--- config.mk ---
export PLATFORM = sky130hd
export DESIGN_NAME = uart_irq_prio
export DESIGN_NICKNAME = d
export VERILOG_FILES = /design/src/rtl/uart_irq_pkg.sv /design/src/rtl/uart_irq_line.sv /design/src/rtl/uart_irq_timeout.sv /design/src/rtl/uart_irq_arb.sv /design/src/rtl/uart_irq_prio.sv
export SDC_FILE = /design/constraint.sdc
export NUM_CORES = 1
export LEC_CHECK = 0
export ABC_AREA = 1
export BUFFER_PORTS_ARGS = -buffer_cell sky130_fd_sc_hd__buf_2
export CAP_MARGIN = 20
export CELL_PAD_IN_SITES_DETAIL_PLACEMENT = 0
export CELL_PAD_IN_SITES_GLOBAL_PLACEMENT = 1
export CORE_AREA = 2 2 70 72
export CTS_BUF_LIST = sky130_fd_sc_hd__clkbuf_4 sky130_fd_sc_hd__clkbuf_8
export DETAILED_ROUTE_END_ITERATION = 10
export DIE_AREA = 0 0 72 74
export PLACE_DENSITY = 0.82
export SLEW_MARGIN = 10
export SYNTH_ARGS = -nofsm -noshare
export SYNTH_HDL_FRONTEND = slang
export SYNTH_SLANG_ARGS = --single-unit
--- constraint.sdc ---
create_clock -name clk_i -period 1.5 [get_ports clk_i]
set_clock_uncertainty 0.15 [all_clocks]
set_input_delay 0.075 -clock clk_i [delete_from_list [all_inputs] [get_ports clk_i]]
set_output_delay 0.075 -clock clk_i [all_outputs]
set_load 0.03 [all_outputs]
--- src/rtl/uart_irq_pkg.sv ---
package uart_irq_pkg;
  localparam int NSRC   = 5;
  localparam int SRC_RX = 0;
  localparam int SRC_TX = 1;
  localparam int SRC_LS = 2;
  localparam int SRC_MS = 3;
  localparam int SRC_TO = 4;

  localparam int NERR   = 4;
  localparam int ERR_OE = 0;

  typedef logic [5:0] iid_t;
  localparam iid_t IID_NONE = 6'b000001;
  localparam iid_t IID_LS   = 6'b000110;
  localparam iid_t IID_TO   = 6'b001100;
  localparam iid_t IID_RX   = 6'b000100;
  localparam iid_t IID_TX   = 6'b000010;
  localparam iid_t IID_MS   = 6'b000000;
endpackage

--- src/rtl/uart_irq_line.sv ---
module uart_irq_line
  import uart_irq_pkg::*;
(
  input  logic            clk_i,
  input  logic            rst_ni,
  input  logic [NERR-1:0] err_set_i,
  input  logic            rd_rhr_i,
  input  logic            rd_lsr_i,
  output logic [NERR-1:0] err_q_o
);
  for (genvar i = 0; i < NERR; i++) begin : g_bit
    logic bit_q;
    logic clr;
    // overrun is cleared by the status read, the rest by the data read
    if (i == ERR_OE) begin : g_lsr
      assign clr = rd_lsr_i;
    end else begin : g_rhr
      assign clr = rd_rhr_i;
    end
    always_ff @(posedge clk_i or negedge rst_ni) begin
      if (!rst_ni)           bit_q <= 1'b0;
      else if (err_set_i[i]) bit_q <= 1'b1;
      else if (clr)          bit_q <= 1'b0;
    end
    assign err_q_o[i] = bit_q;
  end
endmodule

--- src/rtl/uart_irq_timeout.sv ---
module uart_irq_timeout #(
  parameter int TICKS_PER_CHAR = 160,
  parameter int TIMEOUT_CHARS  = 4
) (
  input  logic clk_i,
  input  logic rst_ni,
  input  logic tick_i,
  input  logic restart_i,
  input  logic data_i,
  output logic stale_o
);
  localparam int LIMIT = TICKS_PER_CHAR * TIMEOUT_CHARS;
  localparam int CNT_W = $clog2(LIMIT + 1);
  localparam logic [CNT_W-1:0] LIMIT_C = CNT_W'(LIMIT);

  logic [CNT_W-1:0] cnt_q;

  // saturates at LIMIT; stale while saturated
  always_ff @(posedge clk_i or negedge rst_ni) begin
    if (!rst_ni)                   cnt_q <= '0;
    else if (restart_i || !data_i) cnt_q <= '0;
    else if (tick_i && cnt_q != LIMIT_C) cnt_q <= cnt_q + 1'b1;
  end

  assign stale_o = (cnt_q == LIMIT_C);
endmodule

--- src/rtl/uart_irq_arb.sv ---
module uart_irq_arb
  import uart_irq_pkg::*;
(
  input  logic            clk_i,
  input  logic            rst_ni,
  input  logic [NSRC-1:0] pend_i,
  input  logic [NSRC-1:0] en_i,
  output iid_t            iir_o,
  output logic            irq_no
);
  logic [NSRC-1:0] act;
  iid_t            iid_d;
  iid_t            iid_q;
  logic            irq_nq;

  assign act = pend_i & en_i;

  always_comb begin
    if      (act[SRC_LS]) iid_d = IID_LS;
    else if (act[SRC_TO]) iid_d = IID_TO;
    else if (act[SRC_RX]) iid_d = IID_RX;
    else if (act[SRC_TX]) iid_d = IID_TX;
    else if (act[SRC_MS]) iid_d = IID_MS;
    else                  iid_d = IID_NONE;
  end

  always_ff @(posedge clk_i or negedge rst_ni) begin
    if (!rst_ni) begin
      iid_q  <= IID_NONE;
      irq_nq <= 1'b1;
    end else begin
      iid_q  <= iid_d;
      irq_nq <= ~|act;
    end
  end

  assign iir_o  = iid_q;
  assign irq_no = irq_nq;
endmodule

--- src/rtl/uart_irq_prio.sv ---
module uart_irq_prio
  import uart_irq_pkg::*;
#(
  parameter int LVL_W          = 5,
  parameter int TICKS_PER_CHAR = 160,
  parameter int TIMEOUT_CHARS  = 4
) (
  input  logic             clk_i,
  input  logic             rst_ni,
  input  logic             fifo_en_i,
  input  logic [NSRC-1:0]  ier_i,
  input  logic             rx_char_i,
  input  logic [NERR-1:0]  rx_err_i,
  input  logic [LVL_W-1:0] rx_level_i,
  input  logic [LVL_W-1:0] rx_trig_i,
  input  logic [LVL_W-1:0] tx_level_i,
  input  logic [LVL_W-1:0] tx_trig_i,
  input  logic             baud_tick_i,
  input  logic [1:0]       msr_delta_i,
  input  logic             rd_rhr_i,
  input  logic             rd_lsr_i,
  input  logic             rd_msr_i,
  output logic [5:0]       iir_o,
  output logic             irq_no
);
  logic [NERR-1:0] err_q;
  logic [1:0]      msr_q;
  logic            stale;
  logic            rx_data;
  logic            tx_space;
  logic [NSRC-1:0] raw_pend;

  uart_irq_line u_line (
    .clk_i     (clk_i),
    .rst_ni    (rst_ni),
    .err_set_i (rx_err_i),
    .rd_rhr_i  (rd_rhr_i),
    .rd_lsr_i  (rd_lsr_i),
    .err_q_o   (err_q)
  );

  uart_irq_timeout #(
    .TICKS_PER_CHAR (TICKS_PER_CHAR),
    .TIMEOUT_CHARS  (TIMEOUT_CHARS)
  ) u_tmo (
    .clk_i     (clk_i),
    .rst_ni    (rst_ni),
    .tick_i    (baud_tick_i),
    .restart_i (rx_char_i | rd_rhr_i),
    .data_i    (|rx_level_i),
    .stale_o   (stale)
  );

  always_ff @(posedge clk_i or negedge rst_ni) begin
    if (!rst_ni) msr_q <= '0;
    else         msr_q <= msr_delta_i | (rd_msr_i ? 2'b00 : msr_q);
  end

  assign rx_data  = fifo_en_i ? (rx_level_i >= rx_trig_i) : (rx_level_i != '0);
  assign tx_space = fifo_en_i ? (tx_level_i <  tx_trig_i) : (tx_level_i == '0);

  always_comb begin
    raw_pend         = '0;
    raw_pend[SRC_RX] = rx_data;
    raw_pend[SRC_TX] = tx_space;
    raw_pend[SRC_LS] = |err_q;
    raw_pend[SRC_MS] = |msr_q;
    raw_pend[SRC_TO] = stale;
  end

  uart_irq_arb u_arb (
    .clk_i  (clk_i),
    .rst_ni (rst_ni),
    .pend_i (raw_pend),
    .en_i   (ier_i),
    .iir_o  (iir_o),
    .irq_no (irq_no)
  );
endmodule

# --- After elaboration in Yosys (flattened, before gate mapping) ---
# Cells that the tools add are included.
op_classes:
  n_addsub: 1
  order_cmp: 2
  eq_ne: 2
  n_mux: 16
  bitwise_logic: 3
  reduce_logical: 15
op_table:
  columns: ["op", "count"]
  rows:
  - ["6-bit 2-to-1 mux", 4]
  - ["10-bit 2-to-1 mux", 2]
  - ["10-bit by 1-bit adder with 10-bit output, second input constant", 1]
  - ["10-bit equality test, second input constant", 1]
  - ["10-bit inequality test, second input constant", 1]
  - ["2-bit nonzero test", 5]
  - ["5-bit OR reduction", 2]
  - ["1-bit 2-to-1 mux", 9]
  - ["5-bit AND", 1]
  - ["5-bit greater-or-equal comparator", 1]
  - ["5-bit logical NOT", 1]
  - ["5-bit < comparator", 1]
  - ["5-bit nonzero test", 1]
  - ["4-bit OR reduction", 1]
  - ["1-bit logical NOT", 2]
  - ["2-bit 2-to-1 mux", 1]
  - ["2-bit bitwise OR", 1]
  - ["2-bit OR reduction", 1]
  - ["1-bit logical AND", 1]
  - ["1-bit logical OR", 1]
  - ["1-bit bitwise OR", 1]
word_totals:
  regBits: 23
  in_bits: 39
  out_inout_bits: 7
  word_cells: 47

# --- Depth between registers and ports, before layout ---
logic_depth:
  word_depth: 8
  mapped_depth: 11
  ltp_nobuf: 11

# --- By module ---
# From an unflattened synthesis, not the netlist that was laid out.
hier_totals:
  hier_cells: 213
  hier_area_um2: 1501.4
by_module_without_submodules:
  columns: ["module", "n_inst", "cells_per_inst", "area_per_inst_um2", "seq_area_each_um2"]
  rows:
  - ["uart_irq_timeout", 1, 97, 681.9, 250.2]
  - ["uart_irq_prio", 1, 73, 425.4, 50.0]
  - ["uart_irq_arb", 1, 21, 211.5, 127.6]
  - ["uart_irq_line", 1, 22, 182.7, 100.1]

# --- Worst setup path after synthesis ---
# Ideal clock, no wire load.
synth_timing:
  path_kind: "reg-to-reg"
  startpoint: "register u_tmo.cnt_q[0]"
  endpoint: "register u_tmo.cnt_q[8]"
  setup_time_ns: 0.117
  arrival_ns: 1.227
  required_time_ns: 1.233
  slack_ns: 0.005
  path_stages_with_launch: 9
  n_path_buf: 0
  cell_sequence: "dfrtp_1 > inv_1 > ha_1 > nand3_1 > nand3b_2 > nand2_4 > inv_2 > nand3_1 > nand2_1"
synth_between:
  elab_chain_len: 3
  word_cells_on_any_way: 6
  classes_between: "add/sub: 1; eq/ne: 1; mux: 2; reduce/logical: 2"
synth_lines:
  columns: ["item", "line", "source"]
  rows:
  - ["from (decl)", "uart_irq_timeout.sv:16", "logic [CNT_W-1:0] cnt_q;"]
  - ["from (signal assigned)", "uart_irq_timeout.sv:22", "else if (tick_i && cnt_q != LIMIT_C) cnt_q <= cnt_q + 1'b1;"]
  - ["10-bit by 1-bit adder with 10-bit output or 10-bit inequality test (tied branches)", "uart_irq_timeout.sv:22", null]
  - ["10-bit 2-to-1 mux or 1-bit logical AND (tied branches)", "uart_irq_timeout.sv:22", null]
  - ["10-bit 2-to-1 mux or 2-bit nonzero test (tied branches)", null, null]
# Several ways; a longest one is shown, not always the timed one. The select of a mux whose other input is x is not followed.
# A chain may end at the register's enable or synchronous reset.

# --- Worst setup path in the final report ---
layout_timing:
  startpoint: "register u_tmo.cnt_q[0]"
  endpoint: "register u_tmo.cnt_q[4]"
# The elaborated chain is that of the path after synthesis.

==> results.sh <==
export IMPL_hp_start="baud_tick_i"
export IMPL_p_int_uw=904
export IMPL_die_area_um2=5330
export IMPL_endpoint_kind="register"
export IMPL_irDropWorstVdd_mv=0.573
export IMPL_syn_area_um2=1480
export IMPL_synthTopCellsByArea="dfrtp_1 (32%), nand2_1 (15%), inv_1 (9.9%)"
export IMPL_cts_tree="built"
export IMPL_nets=332
export IMPL_power_frac_seq=0.474
export IMPL_clk_path_buf_depth=2
export IMPL_whs_endpoint="u_tmo.cnt_q[4]"
export IMPL_power_density_nw_per_um2=609
export IMPL_grt_pass1_vias=1372
export IMPL_status="completed"
export IMPL_num_io_pins=46
export IMPL_ys_ff_latch=21
export IMPL_post_synth_cell_area_avg_um2=7.00
export IMPL_synth_top_area_share=0.322
export IMPL_num_vias=1486
export IMPL_gr_total_overflow=0
export IMPL_comb_power_share=0.223
export IMPL_die_w_um=72
export IMPL_reg2reg_from="u_tmo.cnt_q[0]"
export IMPL_grt_first_pass_wirelength_um=5730
export IMPL_r2r_end="u_tmo.cnt_q[4]"
export IMPL_criticalPathCategory="register to register"
export IMPL_antenna_cells=0
export IMPL_grt_max_degree=22
export IMPL_hold_class="input pin to register"
export IMPL_clockPowerShare=0.303
export IMPL_setup_worst_path_start_class="register"
export IMPL_clk_pin_slew_ps=80
export IMPL_routed_wl_um=3350
export IMPL_p_total_uw=1250
export IMPL_fmax_mhz=670
export IMPL_postRouteAntennaNets=0
export IMPL_seq_area_frac_synth=0.357
export IMPL_cts_sinks=21
export IMPL_synthCells=211
export IMPL_htreeDepth=1
export IMPL_firstDrtPassIters=4
export IMPL_numCtsBuffers=3
export IMPL_rsz0062_at_grt="true"
export IMPL_yosysTopAreaCell="dfrtp_1"
export IMPL_antenna_found_initial=0
export IMPL_vias_per_cell=4.44
export IMPL_worst_path_max_fanout=3
export IMPL_coreArea_um2=4600
export IMPL_p_sw_frac=0.279
export IMPL_slew_viol_final=0
export IMPL_drt_iter0_drc=75
export IMPL_power_switching_uw=349
export IMPL_start_util=0.321
export IMPL_hpwl_um=2510
export IMPL_hold_viol_final=0
export IMPL_period_share=0.996
export IMPL_p_leak_uw=0.00116
export IMPL_die_y_um=74
export IMPL_io_buffers=43
export IMPL_ys_warn_count=0
export IMPL_max_cap_violations=0
export IMPL_drc=0
export IMPL_grt_usage=0.137
export IMPL_reg2reg_depth=8
export IMPL_drive_gt1_frac=0.270
export IMPL_r2r_slack_ps=7
export IMPL_final_area_um2=2060
export IMPL_place_area_um2=1800
export IMPL_holdPathStages=4
export IMPL_cp_data_arrival_time_ps=1500
export IMPL_fin_crit_ps=1490
export IMPL_gp_congestion=0.820
export IMPL_setup_viol=0
export IMPL_wl_per_cell_um=10.0
export IMPL_critical_path_required_ps=1510
export IMPL_row_count=25
export IMPL_area_growth_pct=39.2
export IMPL_synth_distinct_cells=23
export IMPL_ctsRootBufferMaster="clkbuf_8"
export IMPL_insertion_delay_ps=260
[synthesized netlist by cell type]
cell type   n
dfstp_2     2
buf_6       1
nor2_1     23
nand2_2     1
inv_2       3
o21ai_1     3
xor2_1      2
clkinv_4    1
nand3b_1    1
conb_1      1
o21ai_0     4
buf_4       2
inv_1      39
nand2_1    60
nand4_1     9
nand3_1    17
ha_1       11
a21oi_1     1
o21bai_1    6
nand3b_2    1
nor2_2      2
nand2_4     2
dfrtp_1    19
[registers in the layout, summed over array words and instances (netlist names)]
signal              flops
u_tmo.cnt_q            10
u_arb.iir_o             4
u_arb.irq_no            1
msr_q                   2
u_line.g_bit.bit_q      4
[what timing repair did]
action | 4_1_cts | 5_1_grt
setup endpoints to repair | 9 | 14
gates resized for setup | 1 | 11
hold endpoints to repair | 31 | 0
buffers inserted | 0 | 2
pin swaps | 0 | 5
hold buffers | 15 | 0
[logic make-up after synthesis]
| family | share of synthesized area |
|---|---|
| xor gates and xnor gates | 0.0119 |
| adders and majority gates | 0.0931 |
| AOI/OAI and AO/OA | 0.0576 |
| buffers and inverters | 0.130 |
| other | 0.00254 |
| and+or+nand+nor | 0.347 |
| DFF | 0.357 |
[worst max path at each step]
stage                    from        endpoint  slack, ps  depth (start not counted)
6_report       u_tmo.cnt_q[0]  u_tmo.cnt_q[4]          7                          8
4_1_cts        u_tmo.cnt_q[1]  u_tmo.cnt_q[4]         10                          8
3_5_place_dp   u_tmo.cnt_q[0]  u_tmo.cnt_q[1]        -30                          8
2_1_floorplan  u_tmo.cnt_q[0]  u_tmo.cnt_q[8]          5                          8
5_1_grt        u_tmo.cnt_q[1]  u_tmo.cnt_q[5]        -70                          9
3_3_place_gp   u_tmo.cnt_q[0]  u_tmo.cnt_q[8]         30                          8
[power groups by stage]
stage	Clock [µW]	Sequential [µW]	Combinational, µW
3_3_place_gp	0	605	242
5_1_grt	418	597	320
4_1_cts	390	594	276
6_report	380	594	279
2_1_floorplan	0	623	122
3_5_place_dp	0	605	243
[layout make-up]
| cell class | instances | area [µm²] |
|---|---|---|
| fillers | 464 | 2540 |
| multi-input cells | 145 | 805 |
| flip-flops and latches | 21 | 528 |
| repair buffers | 68 | 444 |
| inverters | 43 | 166 |
| well taps | 54 | 67.6 |
| clock buffers | 3 | 41.3 |
| clock inverters | 1 | 5.00 |
[metrics by stage]
stage                     setup TNS [ps]  cells  hold WS [ps]  setup slack, ps   util
after floorplan                        0    212          -371             5.24      -
after global placement                 0    314         -91.2             30.5  0.391
after detailed placement            -169    314         -86.5            -25.0  0.391
after CTS                              0    333          8.54             13.1  0.436
after global routing                -667    335          9.11            -74.2  0.447
final                                  0    335          1.71             6.72  0.447
[layout by cell type (no fill, tap or decap), types with 3 or more instances in the layout]
cell,netlist,layout
nand3_1,17,16
o21bai_1,6,6
inv_1,39,37
dfrtp_1,19,19
clkbuf_8,0,3
ha_1,11,9
dlygate4sd3_1,0,15
o21ai_1,3,3
buf_4,2,9
buf_2,0,43
nand4_1,9,9
nor2_1,23,22
o21ai_0,4,4
inv_2,3,5
nand2_1,60,59
[layer usage]
| metal | part of all wire | GRT usage | up-vias | routed length (µm) |
|---|---|---|---|---|
| met3 | 0.048 | 0.0339 | 4 | 162 |
| li1 | - | - | 788 | - |
| met2 | 0.49 | 0.244 | 40 | 1640 |
| met4 | 0.013 | 0.0377 | 0 | 45 |
| met1 | 0.45 | 0.165 | 654 | 1510 |
| met5 | 0 | 0 | - | 0 |
[critical path: stages, from the launching register on]
cell     delay, ps
dfrtp_1        370
buf_4          120
ha_2           200
nand2_2         70
nor2_4         160
xor2_1         160
nor2_1          50
nand2_1         50
o21ai_1         50
(Power assumes the default switching activity.)
